==> src/rtl/cplx_rot3.sv <==
module cplx_rot3 #(
  parameter int DW   = 16,
  parameter int CW   = 16,
  parameter int FRAC = 14
) (
  input  logic                 clk,
  input  logic                 rst,
  input  logic                 in_valid,
  input  logic signed [DW-1:0] in_x,
  input  logic signed [DW-1:0] in_y,
  input  logic signed [CW-1:0] in_c,
  input  logic signed [CW-1:0] in_cps,
  input  logic signed [CW-1:0] in_smc,
  output logic                 out_valid,
  output logic signed [DW-1:0] out_x,
  output logic signed [DW-1:0] out_y
);
  localparam int SW = DW + 1;
  localparam int PW = SW + CW;
  localparam int RW = PW + 1;
  localparam logic signed [RW-1:0] HALF = RW'(1) <<< (FRAC - 1);
  localparam logic signed [RW-1:0] MAXR = {{(RW-DW+1){1'b0}}, {(DW-1){1'b1}}};
  localparam logic signed [RW-1:0] MINR = {{(RW-DW+1){1'b1}}, {(DW-1){1'b0}}};

  logic                 v1, v2;
  logic signed [DW-1:0] x1, y1;
  logic signed [SW-1:0] s1;
  logic signed [CW-1:0] c1, cps1, smc1;
  logic signed [PW-1:0] k2, py2, px2;
  logic signed [RW-1:0] sum_x, sum_y, rnd_x, rnd_y;

  function automatic logic signed [DW-1:0] clip(input logic signed [RW-1:0] v);
    if (v > MAXR)      return MAXR[DW-1:0];
    else if (v < MINR) return MINR[DW-1:0];
    else               return v[DW-1:0];
  endfunction

  always_ff @(posedge clk) begin
    if (rst) begin
      v1 <= 1'b0; v2 <= 1'b0; out_valid <= 1'b0;
      x1 <= '0; y1 <= '0; s1 <= '0; c1 <= '0; cps1 <= '0; smc1 <= '0;
      k2 <= '0; py2 <= '0; px2 <= '0;
      out_x <= '0; out_y <= '0;
    end else begin
      v1 <= in_valid;
      v2 <= v1;
      out_valid <= v2;
      if (in_valid) begin
        x1   <= in_x;
        y1   <= in_y;
        s1   <= SW'(in_x) + SW'(in_y);
        c1   <= in_c;
        cps1 <= in_cps;
        smc1 <= in_smc;
      end
      if (v1) begin
        k2  <= PW'(c1) * PW'(s1);
        py2 <= PW'(y1) * PW'(cps1);
        px2 <= PW'(x1) * PW'(smc1);
      end
      if (v2) begin
        out_x <= clip(rnd_x);
        out_y <= clip(rnd_y);
      end
    end
  end

  assign sum_x = RW'(k2) - RW'(py2);
  assign sum_y = RW'(k2) + RW'(px2);
  assign rnd_x = (sum_x + HALF) >>> FRAC;
  assign rnd_y = (sum_y + HALF) >>> FRAC;
endmodule

==> config.mk <==
export PLATFORM = sky130hd
export DESIGN_NAME = cplx_rot3
export DESIGN_NICKNAME = d
export VERILOG_FILES = /design/src/rtl/cplx_rot3.sv
export SDC_FILE = /design/constraint.sdc
export NUM_CORES = 2
export LEC_CHECK = 0
export ABC_AREA = 1
export CORE_ASPECT_RATIO = 1.5
export CORE_UTILIZATION = 40
export DETAILED_ROUTE_END_ITERATION = 10
export SETUP_SLACK_MARGIN = 0.2
export SLEW_MARGIN = 25
export SYNTH_ARGS = -nofsm -noshare
export SYNTH_HDL_FRONTEND = slang
export SYNTH_SLANG_ARGS = --single-unit
==> constraint.sdc <==
create_clock -name clk -period 5.4 [get_ports clk]
set_input_delay 0.81 -clock clk [delete_from_list [all_inputs] [get_ports clk]]
set_output_delay 0.81 -clock clk [all_outputs]
set_load 0.005 [all_outputs]
; After elaboration in Yosys (flattened, before gate mapping)
; Index checks and enable logic that the tools add are counted.
[totals]
register_bits = 229
inputBits = 83
output_inout_bits = 33
word_cells = 30
[classes]
add_sub_neg = 5
multipliers = 3
n_lt_le_gt_ge = 4
mux = 4
[ops]
columns = operator, count
row1 = $add A34 B15 Y34 const B, 2
row2 = $mul A16 B16 Y32, 2
row3 = $mux W16, 4
row4 = $gt A20 B16 Y1 const B, 2
row5 = $lt A20 B16 Y1 const B, 2
row6 = $add A33 B32 Y34, 1
row7 = $sub A33 B32 Y34, 1
row8 = $mul A16 B17 Y33, 1
row9 = $add A16 B16 Y17, 1

; Longest topological paths before layout
[depth]
depth_word = 5
ltp_mapped = 28
ltp_nobuf = 26

; Worst setup path after synthesis
; No wires, ideal clock.
[synth_path]
path_kind = reg2reg
start = reg s1[16]
end = reg k2[32]
setup_time_ps = 115
arrival_time_ps = 5735
t_required_ps = 5285
path_slack_ps = -450
path_stages_with_launch = 25
path_buffers = 2
synth_period_minus_slack_ps = 5850
path_cell_list = dfxtp_1 -> clkbuf_1 -> clkbuf_1 -> nand2_1 -> inv_1 -> fa_1 -> fa_1 -> fa_1 -> fa_1 -> fa_1 -> inv_1 -> fa_1 -> inv_1 -> ha_1 -> nand2_1 -> nor2_1 -> inv_1 -> nor2_1 -> inv_1 -> o211ai_1 -> nand3_1 -> nand3_1 -> nand2_1 -> o21ai_0 -> inv_1
[synth_via]
elab_chain_cells = 1
[synth_rtl]
columns = item, line
row1 = from (decl), 27  ; logic signed [SW-1:0] s1;
row2 = from (signal assigned), 51  ; s1 <= SW'(in_x) + SW'(in_y);
row3 = $mul A16 B17 Y33, 57  ; k2 <= PW'(c1) * PW'(s1);
row4 = to (signal assigned), 57
row5 = to (decl), 29  ; logic signed [PW-1:0] k2, py2, px2;
; No other way between the ends.
; A chain may end at the register's enable or synchronous reset.

; Worst setup path after layout
[layout_path]
start = reg s1[8]
end = reg k2[32]
; Same word-level chain as after synthesis.

==> results.txt <==
Core box area: 111,000 sq um
Largest net degree at the start of global routing: 106
GR Overflow Total: 0
Fin cells: 8,133
Final period utilization: 1.04
Starting DRC count in detailed routing: 1,985
Final hold slack: 0.480 ns
First-pass GRT wire length: 228,000 um
Average wire per standard cell: 17.6 um
Yosys warns: 0
Mux cell area share after synthesis: 0
Initial Util: 0.404
Die height: 413 um
First-pass DRT Iterations: 5
Dominant cells by area after synthesis: fa_1 (36%), inv_1 (13%), ha_1 (11%)
Detailed-route wire length: 143,000 um
Skew final: 0.0188 ns
Placed insts: 7,877
M1 wire length: 51,400 um
Remaining DRCs: 0
Status: complete, but fails checks
Cell taking the most area after synthesis: fa_1
Max VDD drop: 0.453 mV
Required @ worst endpoint: 5.94 ns
CP arrival: 6.18 ns
Synth Register Bits: 229
Metal3 WL: 5240 um
Via density: 4.94
DR WL met2: 76,600 um
Failing checks: setup timing
XOR/XNOR Fraction of Synth Area: 0.0224
Buffers on Ports: 115
Seq/Total Area, Yosys: 0.102
Max Slew Vio Count: 0
Dpl ws: -0.580 ns
Combinational family with the most area after synthesis: adder cells
Antenna violations before repair: 5
WS Path Type: flop to flop
Die area: 114,000 sq um
Area grow syn2layout: 30.5%
CTS Hold Bufs: 0
Net count after synthesis: 7,307
Final Hold Vio Count: 0
Worst Hold Class: flop to flop
Setup_tns: -3.29 ns
Slowest cell on the critical path: fa_2
Period minus WS final: 5.64 ns
Netlist cell types: 46
Leakage: 32.3 nW
Synth Area in Adders: 0.465
Synth Area per Inst: 7.46 sq um
Vias: 40,200
Final Cell Area: 58,700 sq um
CTS buffer count: 29
Vias in the first global route: 43,500
ANT nets after route: 0
Clk sinks: 229
Worst-skew pair later-pin latency: 0.65 ns
Post-synth top area share: 0.356
Total track usage: 0.257
Synthesized cell area: 45,000 sq um
Max cap viols: 0
Worst slew pin tran: 0.952 ns
Number of I/O pins: 116
Die width: 276 um
Complex-gate fraction of the synthesized area: 0.0795
Layout cells sized above 1: 0.240
Placed wire-length estimate: 117,000 um
Highest clock rate: 177 MHz
Final core occ: 0.527
Crit. End Element: flop
Post-DP Area: 52,100 sq um
Worst-path clk slew: 0.07 ns
Clk buf depth: 3
Slew headroom: 0.364
CP max stage delay: 0.58 ns
Post-synth EDFFs: 0
CTS tree: done
CP startpoint kind: flop
Max H-tree Level: 1
Final setup viols: 37
Worst Path Max Fanout: 6
Synth Instances: 6,033
Top layer in use: met5
Simple-gate share of the synthesized area: 0.175
Worst setup margin: -0.237 ns
Pwr dens: 365 nW/um^2
Pwr Total: 21.4 mW
Final Wtd Congestion: 0.928
FP Rows: 150
RSZ-0062 raised after global routing: true
Clock root buffer: clkbuf_16
Async SR Flop Fraction: 0
Fin nets: 7,938
Top_reg_cell synth: dfxtp_1
==> where the power goes <==
group	internal (mW)	switching [mW]
Sequential	1.87	0.255
Combinational	7.86	9.23
Clock	1.24	0.984
==> critical path, delay by kind of cell (launching register included) <==
family / cells / cell delay [ns]
compound gates: 2 / 0.29
fa+ha+maj: 7 / 3.30
buf+inv: 10 / 0.95
flops: 1 / 0.33
simple gates: 7 / 0.64
==> flip-flops by register name (all words and copies together) (netlist names) <==
register / cells
k2: 33
x1: 16
out_y: 16
v2: 1
px2: 32
s1: 17
c1: 16
py2: 32
out_valid: 1
smc1: 16
cps1: 16
y1: 16
v1: 1
out_x: 16
==> cells by family after synthesis <==
logic type | after synthesis
DFF | 229
AOI/OAI and AO/OA | 645
adders and majority gates | 1191
xor gates and xnor gates | 115
and+or+nand+nor | 1984
buffers and inverters | 1869
==> what timing repair did <==
| action | CTS | global route |
|---|---|---|
| cloned | 2 | 0 |
| pin swaps | 284 | 300 |
| endpoints found under the setup margin | 68 | 67 |
| buffers inserted | 121 | 77 |
| resized for setup | 715 | 413 |
==> cell type report <==
cell class              count  area [sq um]
clock buffers              37           816
well taps                1444          1810
fillers                 10500         52700
multi-input cells        3935         36900
clock inverters            16           216
inverters                1603          6050
flip-flops and latches    229          4790
repair buffers            866          8200
diodes                      3          7.51
==> worst paths after layout <==
check	to	slack [ns]	cells after the start	startpoint
setup reg to reg	k2[32]	-0.24	26	s1[8]
hold / removal	py2[27]	0.48	2	py2[27]
hold reg to reg	py2[27]	0.48	2	py2[27]
setup / recovery	k2[32]	-0.24	26	s1[8]
==> synthesized netlist by cell type (all sizes together) (25+ instances only) <==
cell type / number
inv: 1602
nand2: 1319
fa: 801
nor2: 460
ha: 390
o21ai: 277
a21oi: 256
clkbuf: 250
dfxtp: 229
nand3: 113
xor2: 63
xnor2: 52
nand4: 31
o211ai: 25
==> placed cells by master (no fill, tap or decap), types with 26 or more instances in the layout <==
master / count
inv_1: 1469
nand2_1: 1179
fa_1: 736
buf_4: 543
nor2_1: 393
ha_1: 317
o21ai_0: 195
a21oi_1: 172
dfxtp_1: 151
buf_6: 128
inv_2: 123
clkdlybuf4s50_1: 113
nand2_2: 91
nand3_1: 78
ha_4: 68
buf_12: 67
fa_2: 65
a21oi_2: 58
xor2_1: 55
dfxtp_4: 44
nand2_4: 43
xnor2_1: 43
o21ai_1: 41
nor2_4: 38
dfxtp_2: 34
o21ai_2: 33
nand4_1: 31
nor2_2: 29
clkbuf_16: 29
a21oi_4: 26
==> metal layers <==
layer / vias to the layer above / global-route usage
met2: 1001 / 0.487
met3: 438 / 0.0241
met5: - / 0
met1: 19800 / 0.271
met4: 2 / 0.154
li1: 19000 / -
Note: power is estimated with default switching activity, not from simulation.
